===== src/rtl/ppio_pkg.sv =====
package ppio_pkg;
   typedef enum logic [1:0] {
      ST_S0 = 2'b00,
      ST_S1 = 2'b01,
      ST_S2 = 2'b10,
      ST_S3 = 2'b11
   } bus_state_e;

   localparam bus_state_e SAMPLE_STATE = ST_S1;
   localparam bus_state_e UPDATE_STATE = ST_S2;
   localparam int         MAX_SYNC     = 4;
endpackage


===== src/rtl/ppio_sync.sv =====
module ppio_sync #(
   parameter int WIDTH  = 8,
   parameter int STAGES = 2
) (
   input  logic             clk,
   input  logic             rst,
   input  logic [WIDTH-1:0] d_i,
   output logic [WIDTH-1:0] q_o
);
   generate
      if (STAGES == 0) begin : g_bypass
         assign q_o = d_i;
      end else begin : g_chain
         logic [WIDTH-1:0] stage_q [STAGES];
         always_ff @(posedge clk) begin
            if (rst) begin
               for (int i = 0; i < STAGES; i++) stage_q[i] <= '0;
            end else begin
               stage_q[0] <= d_i;
               for (int i = 1; i < STAGES; i++) stage_q[i] <= stage_q[i-1];
            end
         end
         assign q_o = stage_q[STAGES-1];
      end
   endgenerate
endmodule


===== src/rtl/ppio_phase_dec.sv =====
module ppio_phase_dec
   import ppio_pkg::*;
(
   input  logic [1:0] phase_i,
   input  logic       rd_cyc_i,
   input  logic       wr_cyc_i,
   input  logic       sel_i,
   output logic       rd_hit_o,
   output logic       wr_hit_o
);
   bus_state_e state;

   always_comb begin
      state    = bus_state_e'(phase_i);
      rd_hit_o = rd_cyc_i && sel_i && (state == SAMPLE_STATE);
      wr_hit_o = wr_cyc_i && sel_i && (state == UPDATE_STATE);
   end
endmodule


===== src/rtl/ppio_out_latch.sv =====
module ppio_out_latch #(
   parameter int               WIDTH    = 8,
   parameter logic [WIDTH-1:0] INIT_VAL = '1
) (
   input  logic             clk,
   input  logic             rst,
   input  logic             load_i,
   input  logic [WIDTH-1:0] d_i,
   output logic [WIDTH-1:0] q_o
);
   generate
      for (genvar b = 0; b < WIDTH; b++) begin : g_bit
         logic bit_q;
         always_ff @(posedge clk) begin
            if (rst)         bit_q <= INIT_VAL[b];
            else if (load_i) bit_q <= d_i[b];
         end
         assign q_o[b] = bit_q;
      end
   endgenerate
endmodule


===== src/rtl/ppio_read_sel.sv =====
module ppio_read_sel #(
   parameter int WIDTH = 8
) (
   input  logic             clk,
   input  logic             rst,
   input  logic             capture_i,
   input  logic             use_latch_i,
   input  logic [WIDTH-1:0] latch_i,
   input  logic [WIDTH-1:0] pins_i,
   output logic [WIDTH-1:0] rdata_o
);
   logic [WIDTH-1:0] src_d;

   always_comb src_d = use_latch_i ? latch_i : pins_i;

   always_ff @(posedge clk) begin
      if (rst)            rdata_o <= '0;
      else if (capture_i) rdata_o <= src_d;
   end
endmodule


===== src/rtl/ppio_port.sv =====
module ppio_port #(
   parameter int               WIDTH       = 8,
   parameter int               SYNC_STAGES = 2,
   parameter logic [WIDTH-1:0] LATCH_INIT  = '1
) (
   input  logic             clk,
   input  logic             rst,
   input  logic [1:0]       phase_i,
   input  logic             rd_cyc_i,
   input  logic             wr_cyc_i,
   input  logic             sel_i,
   input  logic             rmw_src_i,
   input  logic [WIDTH-1:0] wdata_i,
   input  logic [WIDTH-1:0] pin_i,
   output logic [WIDTH-1:0] pin_o,
   output logic [WIDTH-1:0] rdata_o
);
   localparam int SYNC_LIMIT = ppio_pkg::MAX_SYNC;

   generate
      if (WIDTH < 1) begin : g_bad_width
         $error("ppio_port: WIDTH must be at least 1");
      end
      if (SYNC_STAGES < 0 || SYNC_STAGES > SYNC_LIMIT) begin : g_bad_sync
         $error("ppio_port: SYNC_STAGES out of range");
      end
   endgenerate

   logic             rd_hit;
   logic             wr_hit;
   logic [WIDTH-1:0] latch_q;
   logic [WIDTH-1:0] pins_sync;

   ppio_phase_dec u_dec (
      .phase_i  (phase_i),
      .rd_cyc_i (rd_cyc_i),
      .wr_cyc_i (wr_cyc_i),
      .sel_i    (sel_i),
      .rd_hit_o (rd_hit),
      .wr_hit_o (wr_hit)
   );

   ppio_sync #(.WIDTH(WIDTH), .STAGES(SYNC_STAGES)) u_sync (
      .clk (clk),
      .rst (rst),
      .d_i (pin_i),
      .q_o (pins_sync)
   );

   ppio_out_latch #(.WIDTH(WIDTH), .INIT_VAL(LATCH_INIT)) u_latch (
      .clk    (clk),
      .rst    (rst),
      .load_i (wr_hit),
      .d_i    (wdata_i),
      .q_o    (latch_q)
   );

   ppio_read_sel #(.WIDTH(WIDTH)) u_rsel (
      .clk         (clk),
      .rst         (rst),
      .capture_i   (rd_hit),
      .use_latch_i (rmw_src_i),
      .latch_i     (latch_q),
      .pins_i      (pins_sync),
      .rdata_o     (rdata_o)
   );

   assign pin_o = latch_q;
endmodule


===== config.mk =====
export PLATFORM = sky130hd
export DESIGN_NAME = ppio_port
export DESIGN_NICKNAME = d
export VERILOG_FILES = /design/src/rtl/ppio_pkg.sv /design/src/rtl/ppio_sync.sv /design/src/rtl/ppio_phase_dec.sv /design/src/rtl/ppio_out_latch.sv /design/src/rtl/ppio_read_sel.sv /design/src/rtl/ppio_port.sv
export SDC_FILE = /design/constraint.sdc
export NUM_CORES = 1
export LEC_CHECK = 0
export ABC_AREA = 1
export BUFFER_PORTS_ARGS = -buffer_cell sky130_fd_sc_hd__buf_2
export CORE_MARGIN = 2
export CORE_UTILIZATION = 49
export CTS_CLUSTER_DIAMETER = 50
export DETAILED_ROUTE_END_ITERATION = 6
export GPL_TIMING_DRIVEN = 0
export PLACE_DENSITY = 0.76
export SYNTH_ARGS = -nofsm -noshare
export SYNTH_HDL_FRONTEND = slang
export SYNTH_SLANG_ARGS = --single-unit
export TNS_END_PERCENT = 5

===== constraint.sdc =====
create_clock -name clk -period 0.9 [get_ports clk]
set_input_delay 0 -clock clk [delete_from_list [all_inputs] [get_ports clk]]
set_output_delay 0 -clock clk [all_outputs]
set_load 0.02 [all_outputs]

**Word level (Yosys, flattened, before mapping)**

Memory sizes are Yosys's and may differ from the RTL's.
Cells that the tools add are included.

- Input bits: 24
- Memory bits (writable): 16
- Bits in registers: 16
- Word-level logic and storage cells: 24
- Memories: 1

Memory list:

| memory | words | width | read ports | clocked after Yosys merged registers in | wr ports | line | text |
|---|---|---|---|---|---|---|---|
| u_sync.g_chain.stage_q | 2 | 8 | 2 | 0 | 2 | ppio_sync.sv:14 | `logic [WIDTH-1:0] stage_q [STAGES];` |

- Equality and inequality tests: 2
- Muxes and demuxes: 6
- Bitwise operators: 2
- Reductions and logical operators: 4

Operators with widths:

| operator | count |
|---|---|
| two-way mux 8 bit | 3 |
| logical AND 1 bit | 4 |
| two-way mux 1 bit | 3 |
| == test 2 x 1 -> 1 bit, second input constant | 1 |
| == test 2 bit, second input constant | 1 |
| bitwise OR 1 bit | 2 |

**Depth between registers and ports, before layout**

Gate-level depths: netlist of the first run.

- Depth in word-level cells: 3
- Depth in mapped cells: 7

**Cells and area by module**

A second synthesis of the first run with hierarchy kept.

- Cells, all modules: 178
- Area total of the unflattened synthesis: 1346.3 um^2

Modules (own cells, without submodules):

| module | area each (um^2) | instances | cells an instance |
|---|---|---|---|
| ppio_sync | 534.3 | 1 | 58 |
| ppio_read_sel | 442.9 | 1 | 69 |
| ppio_out_latch | 339.1 | 1 | 43 |
| ppio_phase_dec | 30.0 | 1 | 8 |

**Least setup slack after synthesis of the first run**

OpenSTA, ideal clock, no wires.

- Path type: register to register
- From: register u_rsel.rdata_o[6] (netlist name)
- To: register u_rsel.rdata_o[6]
- Path buffers: 0
- Stages on the path, launching flop included: 5
- Path slack: 190 ps
- Arrival time: 646 ps
- Data required time: 836 ps
- Clock period less this slack: 710 ps
- Cells stage by stage: dfxtp_1 inv_1 nand2_2 nand2_1 nor2_1

RTL lines:

| item | line | text |
|---|---|---|
| to (signal assigned) | ppio_read_sel.sv:18 | `else if (capture_i) rdata_o <= src_d;` |
| to (decl) | ppio_read_sel.sv:10 | `output logic [WIDTH-1:0] rdata_o` |

**Worst setup path in the final report of the first run**

- From: register u_latch.g_bit[5].bit_q
- To: output port pin_o[5]

RTL lines:

| item | line | text |
|---|---|---|
| from (decl) | ppio_out_latch.sv:13 | `logic bit_q;` |
| from (signal assigned) | ppio_out_latch.sv:15 | `if (rst) bit_q <= INIT_VAL[b];` |
| from (signal assigned) | ppio_out_latch.sv:16 | `else if (load_i) bit_q <= d_i[b];` |
| to (decl) | ppio_port.sv:15 | `output logic [WIDTH-1:0] pin_o,` |

No word-level cell between the ends.

==> summary.txt, run 1 <==
status: complete, but fails checks
failing checks: setup timing
unique cell type count in the Yosys netlist: 14
Syn-to-layout area delta: 49.5%
Clock transition at path regs: 0.10 ns
crit path DAT: 0.91 ns
combinational share of power: 0.162
worst reg2reg path depth: 5
largest net degree at the start of global routing: 11
Worst Path Buf+Inv: 2
# rows: 18
# setup viols final: 2
dpl cell area: 1520 sq um
Post-Synthesis Cells: 175
Synth Area in Simple Gates: 0.286
Via density: 4.80
WL/cell: 12.6 um
drt pass-1 iters: 4
unrepaired setup endpoints after global routing: true
Nets: 270
area fraction of the dominant cell type after synthesis: 0.493
Final Hold Viols: 0
sequential-to-total area share from yosys stat: 0.493
largest family of logic cells by synthesized area: simple AND/OR/NAND/NOR gates
DRC viols: 0
P_sw: 705 uW
via count: 1,330
most frequent CP cell: buf_6
Compound-Gate Fraction of Synth Area: 0.0308
max incr delay on CP: 0.35 ns
Slew Viols, Final: 0
core footprint: 2500 sq um
Final Instance Area: 1940 sq um
Yosys reg bits: 32
DP Worst Slack: -0.0432 ns
dpl cells: 242
r2r endpoint: u_rsel.rdata_o[3]
Worst slew margin: 0.764
flop2flop setup slack: -0.01 ns
Cell Pwr Density: 1430 nW/um^2
Hold Startpoint: phase_i[0]
syn_area_per_cell: 7.42 sq um
vias in the first global route: 1,306
hpwl dp: 1.84 mm
FMAX: 1090 MHz
Worst-Skew Late Latency: 0.33 ns
YS warnings: 0
Tot Pwr: 2.78 mW
largest buffer count on any clock path: 2
Initial DRC Count: 57
antenna violations before repair: 0
mux cell area share after synthesis: 0
critical-path cell list: buf_6 > buf_6
CP Launch Type: register
DIE HEIGHT: 55.5 um
skew final: 0.0116 ns
final period utilization: 1.02
share of cells above drive strength 1: 0.344
sw frac: 0.254
H-Tree Depth: 2
first-pass GRT wire length: 5.42 mm
count leader, synth: inv_1
main area contributors after synthesis: dfxtp_1, inv_1, nand2_1
GRT overflow: 0
Hold Path End: u_latch.g_bit[6].bit_q
Period minus WS final: 0.915 ns
slowest stage cell, crit path: dfxtp_2
post-synth top area cell: dfxtp_1
final wirelength: 3.49 mm
Top Family by Delay on Critical Path: flip-flops
min setup slack post-route: -0.0150 ns
Net Count, Synth: 199
Post-synth EDFFs: 0
worst hold stages: 4
Main synth FF type: dfxtp_1
Hold Crit Class: in -> reg
Sequential Power Share: 0.540
Mapped Area: 1300 sq um
worst path required time: 0.90 ns
Worst VDD drop: 1.45 mV
TritonCTS Buffers: 5
GRT Overall Usage: 0.226
total I/O pin count: 40
max_cap viols: 0
WS Path Type: reg -> out
post-route ant nets: 0
Synth async-reset ratio: 0
GP Congestion: 0.811
Setup crit end kind: output pin
fin cells: 277
Internal Pwr Total: 2.08 mW
Die Area: 3080 sq um
Post-Synth Adder-Cell Area: 0
Pleak: 1.03 nW
most frequent cells after synthesis: inv_1, dfxtp_1, nand2_1, nor2_1
critical path fanouts, max: 2
Clk pwr share: 0.298
reg2reg start: u_latch.g_bit[3].bit_q
CTS tree: built
initial core utilization: 0.520
transition time of the tightest slew-check pin: 0.352 ns
I/O Buffers: 37
Clock Sinks: 32
xor/xnor share of the synthesized area: 0
# diodes: 0
worst hold slack: 0.0587 ns
setup TNS: -0.0270 ns
Util after Layout: 0.777
clk root buf: clkbuf_4
die width: 55.5 um
-- sequential cells by signal, indices dropped and copies added, names as in the netlist --
signal	flops
u_latch.g_bit.bit_q	8
u_rsel.rdata_o	8
u_sync.g_chain.stage_q	16
-- layout by cell type (no fill, tap or decap), drive strengths merged --
cell / synthesis / layout
nand4: 9 / 9
clkinv: 0 / 2
inv: 36 / 36
dlygate4sd3: 0 / 19
clkbuf: 0 / 6
dfxtp: 32 / 32
buf: 14 / 59
nor2: 33 / 33
nand2: 35 / 35
nand3: 8 / 8
o21ai: 8 / 8
-- power groups by stage --
stage          combinational, mW  clock (mW)  sequential [mW]
3_3_place_gp               0.294           0             1.53
4_1_cts                    0.415       0.845             1.50
3_5_place_dp               0.307           0             1.53
6_report                   0.450       0.829             1.50
2_1_floorplan              0.188           0             1.54
5_1_grt                    0.492       0.930             1.51
-- repair_timing --
item	in CTS	in global routing
endpoints found under the hold margin	17	0
setup endpoints to repair	8	14
pin swaps	0	6
hold buffers	19	0
buffers inserted	8	0
resized for setup	27	15
gates cloned	0	0
-- kinds of logic (layout without fill, tap and decap cells) --
family,Yosys count,in the layout
AND/OR/NAND/NOR,85,85
AO/OA/AOI/OAI,8,8
buffers and inverters,50,122
flip-flops,32,32
-- metal layers --
metal  wire length [um]  global-route usage  up-vias
met3                168              0.0609       17
met4                147               0.136        0
met2               1890               0.427       57
met1               1290               0.213      599
li1                   -                   -      657
met5                  0                   0        -
-- area by class of cell --
cell class | count | area [sq um]
buffer | 14 | 141
sequential | 32 | 651
multi-input combinational | 93 | 427
fill | 166 | 558
clock buffer | 6 | 51.3
inverter | 36 | 135
clock inverter | 2 | 10.0
tap | 30 | 37.5
timing repair buffer | 64 | 489
-- worst reg2reg max path: cells and delay by family, from the launching register on --
kind | cells | cell delay (ns)
AND/OR/NAND/NOR | 3 | 0.28
buffers and inverters | 1 | 0.14
flip-flops | 1 | 0.34
AO/OA/AOI/OAI | 1 | 0.05
-- worst max-delay path by stage --
stage	start	endpoint	slack, ns	cells past startpoint
global placement	phase_i[0]	u_latch.g_bit[1].bit_q	0.03	5
detailed placement	phase_i[0]	u_latch.g_bit[2].bit_q	-0.04	5
CTS	u_latch.g_bit[2].bit_q	pin_o[2]	-0.02	2
global route	u_latch.g_bit[5].bit_q	pin_o[5]	-0.04	2
finish	u_latch.g_bit[5].bit_q	pin_o[5]	-0.01	2
floorplan	u_rsel.rdata_o[6]	u_rsel.rdata_o[6]	0.19	4
Note: power is estimated with default switching activity, not from simulation.
==> inputs of run 2 (changes only) <==
--- a/config.mk
+++ b/config.mk
@@ -12,7 +12,7 @@
 export CTS_CLUSTER_DIAMETER = 50
 export DETAILED_ROUTE_END_ITERATION = 6
 export GPL_TIMING_DRIVEN = 0
-export PLACE_DENSITY = 0.76
+export PLACE_DENSITY_LB_ADDON = 0.05
 export SYNTH_ARGS = -nofsm -noshare
 export SYNTH_HDL_FRONTEND = slang
 export SYNTH_SLANG_ARGS = --single-unit
==> constraint.sdc (replaced) <==
create_clock -name clk -period 1.05 [get_ports clk]
set_input_delay 0 -clock clk [delete_from_list [all_inputs] [get_ports clk]]
set_output_delay 0 -clock clk [all_outputs]
set_load 0.02 [all_outputs]
==> summary.txt, run 2 (synthesized netlist as in run 1, its figures left out) <==
status: complete, no violations
setup TNS: 0 ns
M1 WL: 1.12 mm
min setup slack post-route: 0.00862 ns
Pleak: 1.00 nW
# diodes: 0
Initial DRC Count: 30
max reg flops: 16
DP Worst Slack: 0.122 ns
Worst slew margin: 0.780
largest net degree at the start of global routing: 11
max_cap viols: 0
biggest regs: u_sync.g_chain.stage_q (16), u_latch.g_bit.bit_q (8), u_rsel.rdata_o (8)
GRT Overall Usage: 0.180
worst hold slack: 0.0504 ns
crit path DAT: 1.26 ns
vias in the first global route: 1,060
final period utilization: 0.992
DRC viols: 0
GRT overflow: 0
worst hold stages: 4
first-pass GRT wire length: 4.35 mm
FMAX: 960 MHz
Max Used Layer: met4
via count: 1,205
hpwl dp: 1.77 mm
met2 wire length: 1.22 mm
Worst VDD drop: 1.33 mV
CTS tree: built
critical path fanouts, max: 1
skew final: 0.00364 ns
Setup crit end kind: register
Syn-to-layout area delta: 40.5%
fillers: 201
final wirelength: 2.55 mm
post-route ant nets: 0
largest buffer count on any clock path: 2
Clock Sinks: 32
drt pass-1 iters: 4
wire length on met3: 159 um
TritonCTS Buffers: 5
Hold Crit Class: in -> reg
storage element area: 641 sq um
# rows: 18
H-Tree Depth: 2
unrepaired setup endpoints after global routing: true
commonest non-fill, non-tap cell in the layout: buf_2
area of the multi-input gates: 414 sq um
Tot Pwr: 2.37 mW
Top reg by flops: u_sync.g_chain.stage_q
Via density: 4.43
WL/cell: 9.36 um
# setup viols final: 0
core footprint: 2500 sq um
CP Launch Type: primary input
worst reg2reg path depth: 4
Clock transition at path regs: 0.09 ns
I/O Buffers: 37
Nets: 266
Cell Pwr Density: 1300 nW/um^2
die width: 55.5 um
worst path required time: 1.27 ns
antenna violations before repair: 0
Die Area: 3080 sq um
transition time of the tightest slew-check pin: 0.329 ns
initial core utilization: 0.520
WS Path Type: in -> reg
DIE HEIGHT: 55.5 um
Worst-Skew Late Latency: 0.33 ns
clk root buf: clkbuf_4
total I/O pin count: 40
Slew Viols, Final: 0
Post-CTS Setup Bufs: 0
most frequent cells in the layout: buf_2, inv_1, nand2_1, dfxtp_1, nor2_1
Period minus WS final: 1.04 ns
Final Hold Viols: 0
GP Congestion: 0.824
share of cells above drive strength 1: 0.264
-- run 2: cell count changes in the layout (fill, tap and decap cells not counted), moves of 3 or more --
cell / previous run / this run
buf_6: 20 / 3
buf_2: 31 / 39
dfxtp_1: 24 / 32
dfxtp_2: 8 / 0
o21ai_0: 4 / 8
nand2_1: 29 / 32
nand2_2: 5 / 2
-- run 2: worst paths after layout --
| path | startpoint | endpoint | slack, ns |
|---|---|---|---|
| hold reg to reg | u_sync.g_chain.stage_q[0][7] | u_sync.g_chain.stage_q[0][15] | 0.40 |
| setup / recovery | pin_i[2] | u_sync.g_chain.stage_q[0][2] | 0.009 |
| setup reg to reg | u_sync.g_chain.stage_q[0][11] | u_rsel.rdata_o[3] | 0.31 |
| hold / removal | phase_i[0] | u_latch.g_bit[3].bit_q | 0.05 |
-- run 2: final cells by class --
| class | count | share of cell area |
|---|---|---|
| plain buffers | 14 | 0.0610 |
| clock buffers | 7 | 0.0357 |
| repair buffers | 60 | 0.230 |
| well taps | 30 | 0.0206 |
| multi-input cells | 93 | 0.227 |
| inverters | 36 | 0.0741 |
| flip-flops and latches | 32 | 0.351 |
-- run 2: repair_timing --
| action | 4_1_cts | 5_1_grt |
|---|---|---|
| endpoints found under the hold margin | 17 | 0 |
| setup endpoints to repair | 0 | 4 |
| gates resized for setup | 0 | 3 |
| hold buffers | 23 | 0 |
-- run 2: layer usage --
layer / GRT usage / up-vias
li1: - / 648
met1: 0.190 / 514
met2: 0.313 / 36
met3: 0.0749 / 7
met4: 0.0732 / 0
met5: 0 / -
-- run 2: stage by stage --
step | std cells | utilization | area [sq um]
floorplan | 175 | - | 1300
global placement | 242 | 0.609 | 1520
detailed placement | 242 | 0.609 | 1520
CTS | 272 | 0.727 | 1820
global route | 272 | 0.730 | 1820
finish | 272 | 0.730 | 1820
-- run 2: worst max-delay path, stage by stage --
cell,delay [ns]
dlygate4sd3_1,0.53
buf_2,0.11
inv_1,0.04
nor2_1,0.03
dlygate4sd3_1,0.54
-- run 2: power breakdown --
group	internal, mW	switching [mW]	leakage (nW)
sequential	1.26	0.0205	0.263
clock	0.379	0.381	0.0374
combinational	0.169	0.160	0.704
==> inputs of run 3 (changes only) <==
--- a/config.mk
+++ b/config.mk
@@ -7,6 +7,7 @@
 export LEC_CHECK = 0
 export ABC_AREA = 1
 export BUFFER_PORTS_ARGS = -buffer_cell sky130_fd_sc_hd__buf_2
+export CAP_MARGIN = 25
 export CORE_MARGIN = 2
 export CORE_UTILIZATION = 49
 export CTS_CLUSTER_DIAMETER = 50
==> constraint.sdc (replaced) <==
create_clock -name clk -period 1.1 [get_ports clk]
set_input_delay 0 -clock clk [delete_from_list [all_inputs] [get_ports clk]]
set_output_delay 0 -clock clk [all_outputs]
set_load 0.02 [all_outputs]
==> summary.txt, run 3 (synthesized netlist as in run 1, its figures left out) <==
most frequent cells in the layout: buf_2, inv_1, nand2_1, dfxtp_1, nor2_1
Post-CTS Setup Bufs: 0
post-route ant nets: 0
vias in the first global route: 1,068
GP Congestion: 0.824
Final Hold Viols: 0
share of cells above drive strength 1: 0.264
CP startpoint: rst
final wirelength: 2.59 mm
biggest regs: u_sync.g_chain.stage_q (16), u_latch.g_bit.bit_q (8), u_rsel.rdata_o (8)
Cell Pwr Density: 1240 nW/um^2
I/O Buffers: 37
Setup crit end kind: register
total I/O pin count: 40
core footprint: 2500 sq um
max reg flops: 16
unrepaired setup endpoints after global routing: false
CP endpoint: u_sync.g_chain.stage_q[0][0]
DRC viols: 0
worst path required time: 1.37 ns
r2r endpoint: u_rsel.rdata_o[5]
Period minus WS final: 1.07 ns
H-Tree Depth: 2
skew final: 0.00562 ns
worst hold stages: 4
Worst-Skew Late Latency: 0.33 ns
# rows: 18
setup TNS: 0 ns
Worst slew margin: 0.781
reg2reg start: u_sync.g_chain.stage_q[0][13]
initial core utilization: 0.520
final period utilization: 0.970
worst reg2reg path depth: 4
# diodes: 0
CTS tree: built
Die Area: 3080 sq um
Worst VDD drop: 1.28 mV
Pleak: 0.983 nW
first-pass GRT wire length: 4.34 mm
transition time of the tightest slew-check pin: 0.327 ns
Slew Viols, Final: 0
Syn-to-layout area delta: 40.6%
max_cap viols: 0
Top reg by flops: u_sync.g_chain.stage_q
dpl cell area: 1520 sq um
Nets: 266
Tot Pwr: 2.27 mW
largest buffer count on any clock path: 2
hpwl dp: 1.77 mm
largest net degree at the start of global routing: 11
die width: 55.5 um
Clock transition at path regs: 0.09 ns
via count: 1,201
Hold Crit Class: in -> reg
FMAX: 937 MHz
WS Path Type: in -> reg
WL/cell: 9.53 um
CP Launch Type: primary input
status: complete, no violations
Final Instance Area: 1830 sq um
commonest non-fill, non-tap cell in the layout: buf_2
TritonCTS Buffers: 5
crit path DAT: 1.34 ns
Clock Sinks: 32
critical-path cell list: dlygate4sd3_1 > buf_6 > nor2_1 > dlygate4sd3_1
most frequent CP cell: dlygate4sd3_1
antenna violations before repair: 0
GRT overflow: 0
slowest stage cell, crit path: dlygate4sd3_1
worst hold slack: 0.0495 ns
GRT Overall Usage: 0.180
Initial DRC Count: 34
critical path fanouts, max: 8
max incr delay on CP: 0.56 ns
flop2flop setup slack: 0.33 ns
drt pass-1 iters: 4
clk root buf: clkbuf_4
DIE HEIGHT: 55.5 um
Via density: 4.42
# setup viols final: 0
[run 3: changes by cell type in the layout (fill, tap and decap cells not counted), sizes merged]
cell,previous run,this run
dlymetal6s4s,2,0
dlygate4sd3,21,23
[run 3: per-stage QoR]
| step | util | worst slack, ns | cells |
|---|---|---|---|
| after floorplan | - | 0.390 | 175 |
| after global routing | 0.730 | 0.0162 | 272 |
| after detailed placement | 0.609 | 0.172 | 242 |
| after CTS | 0.727 | 0.0384 | 272 |
| after global placement | 0.609 | 0.201 | 242 |
| final | 0.730 | 0.0327 | 272 |
[run 3: metal layers]
metal / up-vias / GRT usage / wire length (um)
met5: - / 0 / 0
li1: 645 / - / -
met2: 36 / 0.316 / 1260
met3: 7 / 0.0726 / 149
met1: 513 / 0.189 / 1130
met4: 0 / 0.0732 / 49
[run 3: critical path, delay by kind of cell]
kind	cells	cell delay, ns
buf+inv	3	1.25
simple gates	1	0.09
[run 3: worst min path at each step]
stage	start	end	slack (ns)
global route	phase_i[0]	u_latch.g_bit[3].bit_q	0.04
global placement	pin_i[5]	u_sync.g_chain.stage_q[0][5]	0.20
finish	phase_i[0]	u_latch.g_bit[3].bit_q	0.05
CTS	phase_i[0]	u_latch.g_bit[3].bit_q	0.04
floorplan	pin_i[0]	u_sync.g_chain.stage_q[0][0]	0.11
detailed placement	pin_i[2]	u_sync.g_chain.stage_q[0][2]	0.21
[run 3: cell type report]
| class | count | area, sq um |
|---|---|---|
| fillers | 204 | 674 |
| flip-flops and latches | 32 | 641 |
| repair buffers | 60 | 415 |
| multi-input cells | 93 | 414 |
| inverters | 36 | 135 |
| plain buffers | 14 | 118 |
| clock buffers | 7 | 65.1 |
| well taps | 30 | 37.5 |
[run 3: power by group]
group / switching (mW) / internal [mW] / leakage, nW
combinational: 0.154 / 0.163 / 0.683
clock: 0.366 / 0.362 / 0.0374
sequential: 0.0195 / 1.21 / 0.263
total: 0.540 / 1.73 / 0.983
[run 3: timing repair]
action,CTS,global route
setup endpoints to repair,0,5
endpoints found under the hold margin,17,0
resized for setup,0,4
hold buffers,23,0
